--- src/rtl/seg_addr_pkg.sv ---
package seg_addr_pkg;
    localparam int SEG_CNT  = 6;
    localparam int FLAT_CNT = 4;
    localparam int IDX_W    = 3;
    localparam int ADDR_W   = 64;
    localparam int SEL_W    = 16;
    localparam int LIM_W    = 32;
    localparam int SHORT_W  = 16;
    localparam int REAL_W   = 20;
    localparam int PROT_W   = 24;

    typedef enum logic [1:0] {
        MD_REAL = 2'd0,
        MD_PROT = 2'd1,
        MD_LONG = 2'd2,
        MD_RSVD = 2'd3
    } mode_e;
endpackage

--- src/rtl/seg_mode_ctrl.sv ---
module seg_mode_ctrl
    import seg_addr_pkg::*;
(
    input  logic  clk,
    input  logic  rst_n,
    input  logic  we_i,
    input  mode_e mode_i,
    output mode_e mode_o
);
    typedef struct packed {
        mode_e mode;
    } mstate_t;

    mstate_t st_d, st_q;

    always_comb begin
        st_d = st_q;
        if (we_i) st_d.mode = mode_i;
    end

    always_ff @(posedge clk or negedge rst_n) begin
        if (!rst_n) st_q <= '{mode: MD_REAL};
        else        st_q <= st_d;
    end

    assign mode_o = st_q.mode;


    mode_hold_chk: assert property (@(posedge clk) disable iff (!rst_n)
        !we_i |=> $stable(mode_o));

    mode_take_chk: assert property (@(posedge clk) disable iff (!rst_n)
        we_i |=> mode_o == $past(mode_i));
endmodule

--- src/rtl/seg_desc_cache.sv ---
module seg_desc_cache
    import seg_addr_pkg::*;
#(
    parameter int N_SEG = SEG_CNT,
    parameter int IW    = IDX_W,
    parameter int BW    = ADDR_W,
    parameter int LW    = LIM_W,
    parameter int SW    = SEL_W
) (
    input  logic                      clk,
    input  logic                      rst_n,
    input  logic                      real_mode_i,
    input  logic                      ld_en_i,
    input  logic [IW-1:0]             ld_idx_i,
    input  logic [SW-1:0]             ld_sel_i,
    input  logic [BW-1:0]             ld_base_i,
    input  logic [LW-1:0]             ld_limit_i,
    output logic [N_SEG-1:0][BW-1:0]  base_o,
    output logic [N_SEG-1:0][LW-1:0]  lim_o
);
    localparam int PAD_B = BW - SW - 4;
    localparam int PAD_L = LW - SHORT_W;
    localparam logic [LW-1:0] REAL_LIM = {{PAD_L{1'b0}}, {SHORT_W{1'b1}}};

    typedef struct packed {
        logic [N_SEG-1:0][BW-1:0] base;
        logic [N_SEG-1:0][LW-1:0] lim;
    } cache_t;

    cache_t c_d, c_q;

    always_comb begin
        c_d = c_q;
        for (int i = 0; i < N_SEG; i++) begin
            if (ld_en_i && ld_idx_i == IW'(i)) begin
                if (real_mode_i) begin
                    c_d.base[i] = {{PAD_B{1'b0}}, ld_sel_i, 4'h0};
                    c_d.lim[i]  = REAL_LIM;
                end else begin
                    c_d.base[i] = ld_base_i;
                    c_d.lim[i]  = ld_limit_i;
                end
            end
        end
    end

    always_ff @(posedge clk or negedge rst_n) begin
        if (!rst_n) begin
            for (int i = 0; i < N_SEG; i++) begin
                c_q.base[i] <= '0;
                c_q.lim[i]  <= REAL_LIM;
            end
        end else begin
            c_q <= c_d;
        end
    end

    assign base_o = c_q.base;
    assign lim_o  = c_q.lim;


    cache_hold_chk: assert property (@(posedge clk) disable iff (!rst_n)
        !ld_en_i |=> ($stable(base_o) && $stable(lim_o)));

    generate
        for (genvar g = 0; g < N_SEG; g++) begin : g_ent

            real_load_chk: assert property (@(posedge clk) disable iff (!rst_n)
                (ld_en_i && real_mode_i && ld_idx_i == IW'(g)) |=>
                (base_o[g] == {{PAD_B{1'b0}}, $past(ld_sel_i), 4'h0} &&
                 lim_o[g] == REAL_LIM));

            prot_load_chk: assert property (@(posedge clk) disable iff (!rst_n)
                (ld_en_i && !real_mode_i && ld_idx_i == IW'(g)) |=>
                (base_o[g] == $past(ld_base_i) && lim_o[g] == $past(ld_limit_i)));
        end
    endgenerate
endmodule

--- src/rtl/seg_addr_calc.sv ---
module seg_addr_calc
    import seg_addr_pkg::*;
#(
    parameter int N_SEG  = SEG_CNT,
    parameter int N_FLAT = FLAT_CNT,
    parameter int IW     = IDX_W,
    parameter int AW     = ADDR_W,
    parameter int LW     = LIM_W,
    parameter int RW     = REAL_W,
    parameter int PW     = PROT_W,
    parameter int OW     = SHORT_W
) (
    input  logic                      clk,
    input  logic                      rst_n,
    input  mode_e                     mode_i,
    input  logic [IW-1:0]             seg_idx_i,
    input  logic [AW-1:0]             offset_i,
    input  logic [N_SEG-1:0][AW-1:0]  base_i,
    input  logic [N_SEG-1:0][LW-1:0]  lim_i,
    output logic [AW-1:0]             addr_o,
    output logic                      addr_vld_o,
    output logic                      fault_o
);
    typedef struct packed {
        logic [AW-1:0] addr;
        logic          vld;
        logic          fault;
    } res_t;

    res_t          res;
    logic [AW-1:0] sel_base;
    logic [LW-1:0] sel_lim;
    logic          idx_ok;
    logic          flat_seg;
    logic [OW-1:0] off16;
    logic [RW-1:0] real_sum;
    logic [PW-1:0] prot_sum;
    logic [AW-1:0] long_sum;
    logic          over;

    always_comb begin
        sel_base = '0;
        sel_lim  = '0;
        for (int i = 0; i < N_SEG; i++) begin
            if (seg_idx_i == IW'(i)) begin
                sel_base = base_i[i];
                sel_lim  = lim_i[i];
            end
        end
        idx_ok   = seg_idx_i < IW'(N_SEG);
        flat_seg = seg_idx_i < IW'(N_FLAT);
        off16    = offset_i[OW-1:0];
        real_sum = sel_base[RW-1:0] + RW'(off16);
        prot_sum = sel_base[PW-1:0] + PW'(off16);
        long_sum = (flat_seg ? '0 : sel_base) + offset_i;
        over     = {{(LW-OW){1'b0}}, off16} > sel_lim;

        res = '{addr: '0, vld: 1'b0, fault: 1'b1};
        if (idx_ok) begin
            unique case (mode_i)
                MD_REAL: res = '{addr: AW'(real_sum), vld: 1'b1, fault: 1'b0};
                MD_PROT: begin
                    if (over) res = '{addr: '0, vld: 1'b0, fault: 1'b1};
                    else      res = '{addr: AW'(prot_sum), vld: 1'b1, fault: 1'b0};
                end
                MD_LONG: res = '{addr: long_sum, vld: 1'b1, fault: 1'b0};
                default: res = '{addr: '0, vld: 1'b0, fault: 1'b1};
            endcase
        end
    end

    assign addr_o     = res.addr;
    assign addr_vld_o = res.vld;
    assign fault_o    = res.fault;


    real_window_chk: assert property (@(posedge clk) disable iff (!rst_n)
        (mode_i == MD_REAL && seg_idx_i < IW'(N_SEG)) |->
        (addr_o[AW-1:RW] == '0 && addr_vld_o));

    real_nofault_chk: assert property (@(posedge clk) disable iff (!rst_n)
        (mode_i == MD_REAL && seg_idx_i < IW'(N_SEG)) |-> !fault_o);

    prot_window_chk: assert property (@(posedge clk) disable iff (!rst_n)
        (mode_i == MD_PROT && !fault_o) |-> addr_o[AW-1:PW] == '0);

    long_flat_chk: assert property (@(posedge clk) disable iff (!rst_n)
        (mode_i == MD_LONG && seg_idx_i < IW'(N_FLAT)) |->
        (addr_o == offset_i && !fault_o));

    fault_zero_chk: assert property (@(posedge clk) disable iff (!rst_n)
        fault_o |-> (addr_o == '0 && !addr_vld_o));
endmodule

--- src/rtl/seg_addr_gen.sv ---
module seg_addr_gen
    import seg_addr_pkg::*;
#(
    parameter int N_SEG = SEG_CNT,
    parameter int IW    = IDX_W,
    parameter int AW    = ADDR_W,
    parameter int LW    = LIM_W,
    parameter int SW    = SEL_W
) (
    input  logic          clk,
    input  logic          rst_n,
    input  logic          mode_we_i,
    input  logic [1:0]    mode_i,
    input  logic [IW-1:0] seg_idx_i,
    input  logic [AW-1:0] offset_i,
    input  logic          ld_en_i,
    input  logic [IW-1:0] ld_idx_i,
    input  logic [SW-1:0] ld_sel_i,
    input  logic [AW-1:0] ld_base_i,
    input  logic [LW-1:0] ld_limit_i,
    output logic [AW-1:0] addr_o,
    output logic          addr_vld_o,
    output logic          fault_o,
    output logic [1:0]    mode_o
);
    mode_e                    cur_mode;
    logic [N_SEG-1:0][AW-1:0] bases;
    logic [N_SEG-1:0][LW-1:0] limits;

    seg_mode_ctrl u_mode (
        .clk    (clk),
        .rst_n  (rst_n),
        .we_i   (mode_we_i),
        .mode_i (mode_e'(mode_i)),
        .mode_o (cur_mode)
    );

    seg_desc_cache #(
        .N_SEG(N_SEG), .IW(IW), .BW(AW), .LW(LW), .SW(SW)
    ) u_cache (
        .clk         (clk),
        .rst_n       (rst_n),
        .real_mode_i (cur_mode == MD_REAL),
        .ld_en_i     (ld_en_i),
        .ld_idx_i    (ld_idx_i),
        .ld_sel_i    (ld_sel_i),
        .ld_base_i   (ld_base_i),
        .ld_limit_i  (ld_limit_i),
        .base_o      (bases),
        .lim_o       (limits)
    );

    seg_addr_calc #(
        .N_SEG(N_SEG), .IW(IW), .AW(AW), .LW(LW)
    ) u_calc (
        .clk        (clk),
        .rst_n      (rst_n),
        .mode_i     (cur_mode),
        .seg_idx_i  (seg_idx_i),
        .offset_i   (offset_i),
        .base_i     (bases),
        .lim_i      (limits),
        .addr_o     (addr_o),
        .addr_vld_o (addr_vld_o),
        .fault_o    (fault_o)
    );

    assign mode_o = cur_mode;
endmodule

--- config.mk ---
export PLATFORM = sky130hd
export DESIGN_NAME = seg_addr_gen
export DESIGN_NICKNAME = d
export VERILOG_FILES = /design/src/rtl/seg_addr_pkg.sv /design/src/rtl/seg_mode_ctrl.sv /design/src/rtl/seg_desc_cache.sv /design/src/rtl/seg_addr_calc.sv /design/src/rtl/seg_addr_gen.sv
export SDC_FILE = /design/constraint.sdc
export NUM_CORES = 1
export LEC_CHECK = 0
export ABC_CLOCK_PERIOD_IN_PS = 6200
export BUFFER_PORTS_ARGS = -buffer_cell sky130_fd_sc_hd__buf_2
export CAP_MARGIN = 40
export CORE_ASPECT_RATIO = 1.5
export CORE_MARGIN = 5
export CORE_UTILIZATION = 30
export CTS_BUF_LIST = sky130_fd_sc_hd__clkbuf_8
export CTS_CLUSTER_DIAMETER = 40
export CTS_CLUSTER_SIZE = 16
export DETAILED_ROUTE_END_ITERATION = 10
export GPL_ROUTABILITY_DRIVEN = 0
export PLACE_DENSITY = 0.54
export SLEW_MARGIN = 20
export SYNTH_ARGS = -nofsm -noshare
export SYNTH_HDL_FRONTEND = slang
export SYNTH_SLANG_ARGS = --single-unit
--- constraint.sdc ---
create_clock -name clk -period 6.2 [get_ports clk]
set_clock_uncertainty 0.2 [all_clocks]
set_input_delay 0.93 -clock clk [delete_from_list [all_inputs] [get_ports clk]]
set_output_delay 0.93 -clock clk [all_outputs]
set_load 0.01 [all_outputs]
==> impl_results.md <==
- Pwr dens: 292 nW/µm²
- Die X: 238 µm
- Arrival @ worst endpoint: 4910 ps
- Final net count: 3124
- Unrepaired setup endpoints after global routing: false
- Ys async rst share: 100%
- Psw: 2.71 mW
- Post-layout min period: 6040 ps
- Final core occ: 35.5%
- Iteration-0 DRC Markers: 1197
- Final hold vios: 0
- Grt total ovfl: 0
- Max cap viols: 0
- Setup violators final: 0
- First-pass GRT wire length: 118000 µm
- Antenna violations before repair: 17
- FF-to-FF End: u_cache.base_o[133]$_DFFE_PN0P_
- Synthesized flop and latch total: 418
- Post-Syn Area: 23400 µm²
- Commonest non-fill, non-tap cell in the layout: nand2_1
- Placeable Area: 77400 µm²
- Reg clk slew, reported paths: 80 ps
- Clk root buf: clkbuf_8
- CTS H-tree lvls: 2
- Status: finished clean
- Share of layout cells above drive strength 1: 21.5%
- Worst-margin pin slew: 869 ps
- Clock insertion delay at the later pin of the skew report: 680 ps
- Most used cell, CP: a21oi_1
- Net Sw Frac: 33.8%
- Lkg Pwr: 12.9 nW
- Largest net degree at the start of global routing: 193
- Avg WL per Cell: 19.4 µm
- Reg power frac: 45.3%
- Post-Route WL: 75800 µm
- Most frequent cells in the layout: nand2_1 (579), o21ai_0 (472), dfrtp_1 (322), buf_2 (254), nor2_1 (169)
- Hold-fix buffers, CTS: 0
- Area growth, synth to finish: 17.6%
- Max VDD drop: 0.000178 V
- Vert. Die Dim: 352 µm
- # IOs: 256
- Syn Area/Cell: 8.92 µm²
- Reg-to-reg slack, setup: 3690 ps
- EDFF count, synth: 0
- Max transition margin: 42.1%
- Final-report max-slew violation count: 0
- Logic pwr share: 24.7%
- Share of the yosys chip area belonging to registers: 45.3%
- Postcts setup bufs: 0
- Vias per cell: 4.97
- Setup crit end kind: primary output
- Clock Power Share: 30.0%
- CTS Buf Count: 53
- Critical Path Start Type: input pin
- Vias in the first global route: 19908
- Yosys cell types: 84
- Drt first pass iters: 6
- Initial core utilization: 30.2%
- Total via count in the routed design: 19435
- DIE AREA: 83700 µm²
- Row count: 125
- Slowest cell delay on critical path: 520 ps
- Syn Inst Count: 2621
- Period utilization: 97.5%
- R2r worst-path depth: 4
- CP Max Fanout: 31
- Int Power: 5.32 mW
- Synthesis Warnings: 0
- Pre-CTS setup slack: 44.5 ps
- Post-DP HPWL: 56500 µm
- Worst path slowest cell: o31ai_1
- Setup TNS: 0 ps
- Post-route ant nets: 0
- Gr usage total: 17.7%
- Mapped Nets: 2908
- Min-Delay Path Class: in -> async
- WP data required: 5070 ps
- CTS tree: done
- IO Port Bufs: 255
- Clk sinks: 418
- Crit Path Class: in -> out
- Worst-path cell chain: buf_6 -> buf_4 -> buf_4 -> mux2i_1 -> nor2_1 -> a21oi_1 -> ha_1 -> nor2b_1 -> o21ai_0 -> nand2b_1 -> a21oi_1 -> o21ai_0 -> a21oi_1 -> a2111oi_2 -> a21oi_1 -> nand2_1 -> o31ai_1 -> buf_4 -> buf_2
- Max clock buf depth: 3
- DR DRC count: 0
- Reg2reg start: u_mode.mode_o[1]$_DFFE_PN0P_
- Worst setup slack after layout: 156 ps
- Max Freq: 0.165 GHz
- Main synth FF type: dfrtp_1
-- worst max-delay path, delay by kind of cell --
kind | cells | cell delay, ps
buf+inv | 5 | 1230
compound gates | 8 | 1600
fa+ha+maj | 1 | 280
simple gates | 4 | 540
mux | 1 | 300
-- power groups by stage --
stage	combinational (mW)	sequential (mW)	clock, mW
after floorplan	1.32	3.60	0
after global placement	1.97	3.69	0
after detailed placement	2.00	3.70	0
after CTS	2.01	3.65	2.49
after global routing	2.25	3.71	2.59
final	1.98	3.64	2.41
-- routing by layer --
metal	wire length, µm	vias to the layer above	track usage (%)	part of all wire, %
met2	37900	426	31.3	50
met4	2090	10	4.74	2.7
li1	-	9618	-	-
met1	31900	9253	22.1	42
met3	3890	128	3.18	5.1
met5	67	-	0	0.088
-- how the worst max path moves through the flow --
stage                      end  depth (start not counted)                       startpoint
detailed placement  addr_o[60]                         16                     seg_idx_i[1]
global placement    addr_o[18]                         16                     seg_idx_i[0]
CTS                 addr_o[18]                         14  u_cache.base_o[128]$_DFFE_PN0P_
finish              addr_o[17]                         19                     seg_idx_i[0]
floorplan           addr_o[18]                         17                     seg_idx_i[1]
global route        addr_o[63]                         19                     seg_idx_i[0]
-- cell families (layout without fill, tap and decap cells) --
family	Yosys count	count (layout)	share of synthesized area (%)
other	0	10	0
AO/OA/AOI/OAI	775	775	19.5
flip-flops	418	418	45.3
XOR/XNOR	78	78	2.92
multiplexers	137	137	7.47
buffers and inverters	217	477	3.57
AND/OR/NAND/NOR	897	897	15.9
adder cells (fa/ha/maj)	99	99	5.36
-- cell type report --
type                    instances  area (µm²)
fillers                      8162       49900
multi-input cells            1986       12100
flip-flops and latches        418       10600
repair buffers                341        2130
well taps                    1016        1270
clock buffers                  57         785
clock inverters                42         499
inverters                      37         139
diodes                         10        25.0
-- metrics by stage --
| stage | total power, mW | hold slack (ps) | instance area, µm² | std cells |
|---|---|---|---|---|
| floorplan | 4.92 | 241 | 23400 | 2621 |
| global placement | 5.66 | 254 | 26000 | 3793 |
| detailed placement | 5.70 | 264 | 26100 | 3797 |
| CTS | 8.15 | 29.9 | 27400 | 3896 |
| global route | 8.55 | 52.7 | 27500 | 3900 |
| finish | 8.03 | 8.72 | 27500 | 3907 |
-- Yosys cell counts, types with 13 or more instances --
cell	number	area share, %
nand3_1	18	0.39
inv_1	37	0.59
nor4_1	20	0.54
ha_1	97	5.2
nor2b_1	16	0.43
nand2_1	581	9.3
o21a_1	13	0.42
mux2_2	19	0.92
mux2i_1	90	3.9
nand4_1	20	0.54
nor2_1	171	2.7
a21o_1	47	1.5
a21oi_1	97	2.1
dfrtp_1	322	34
xnor2_1	48	1.8
nor3_1	20	0.43
clkbuf_1	157	2.5
xor2_1	30	1.1
mux4_2	28	2.7
buf_2	16	0.34
o21ai_0	472	10
o21bai_1	19	0.61
dfstp_2	96	11
-- what timing repair did --
item                       CTS  global route
gates resized for setup      0             8
setup endpoints to repair    0             9
hold endpoints to repair     0             0
-- sequential cells by signal, summed over array words and instances (netlist names) --
name            cells
u_mode.mode_o       2
u_cache.base_o    224
u_cache.lim_o     192
No activity file was read; power rests on OpenSTA's default activity.
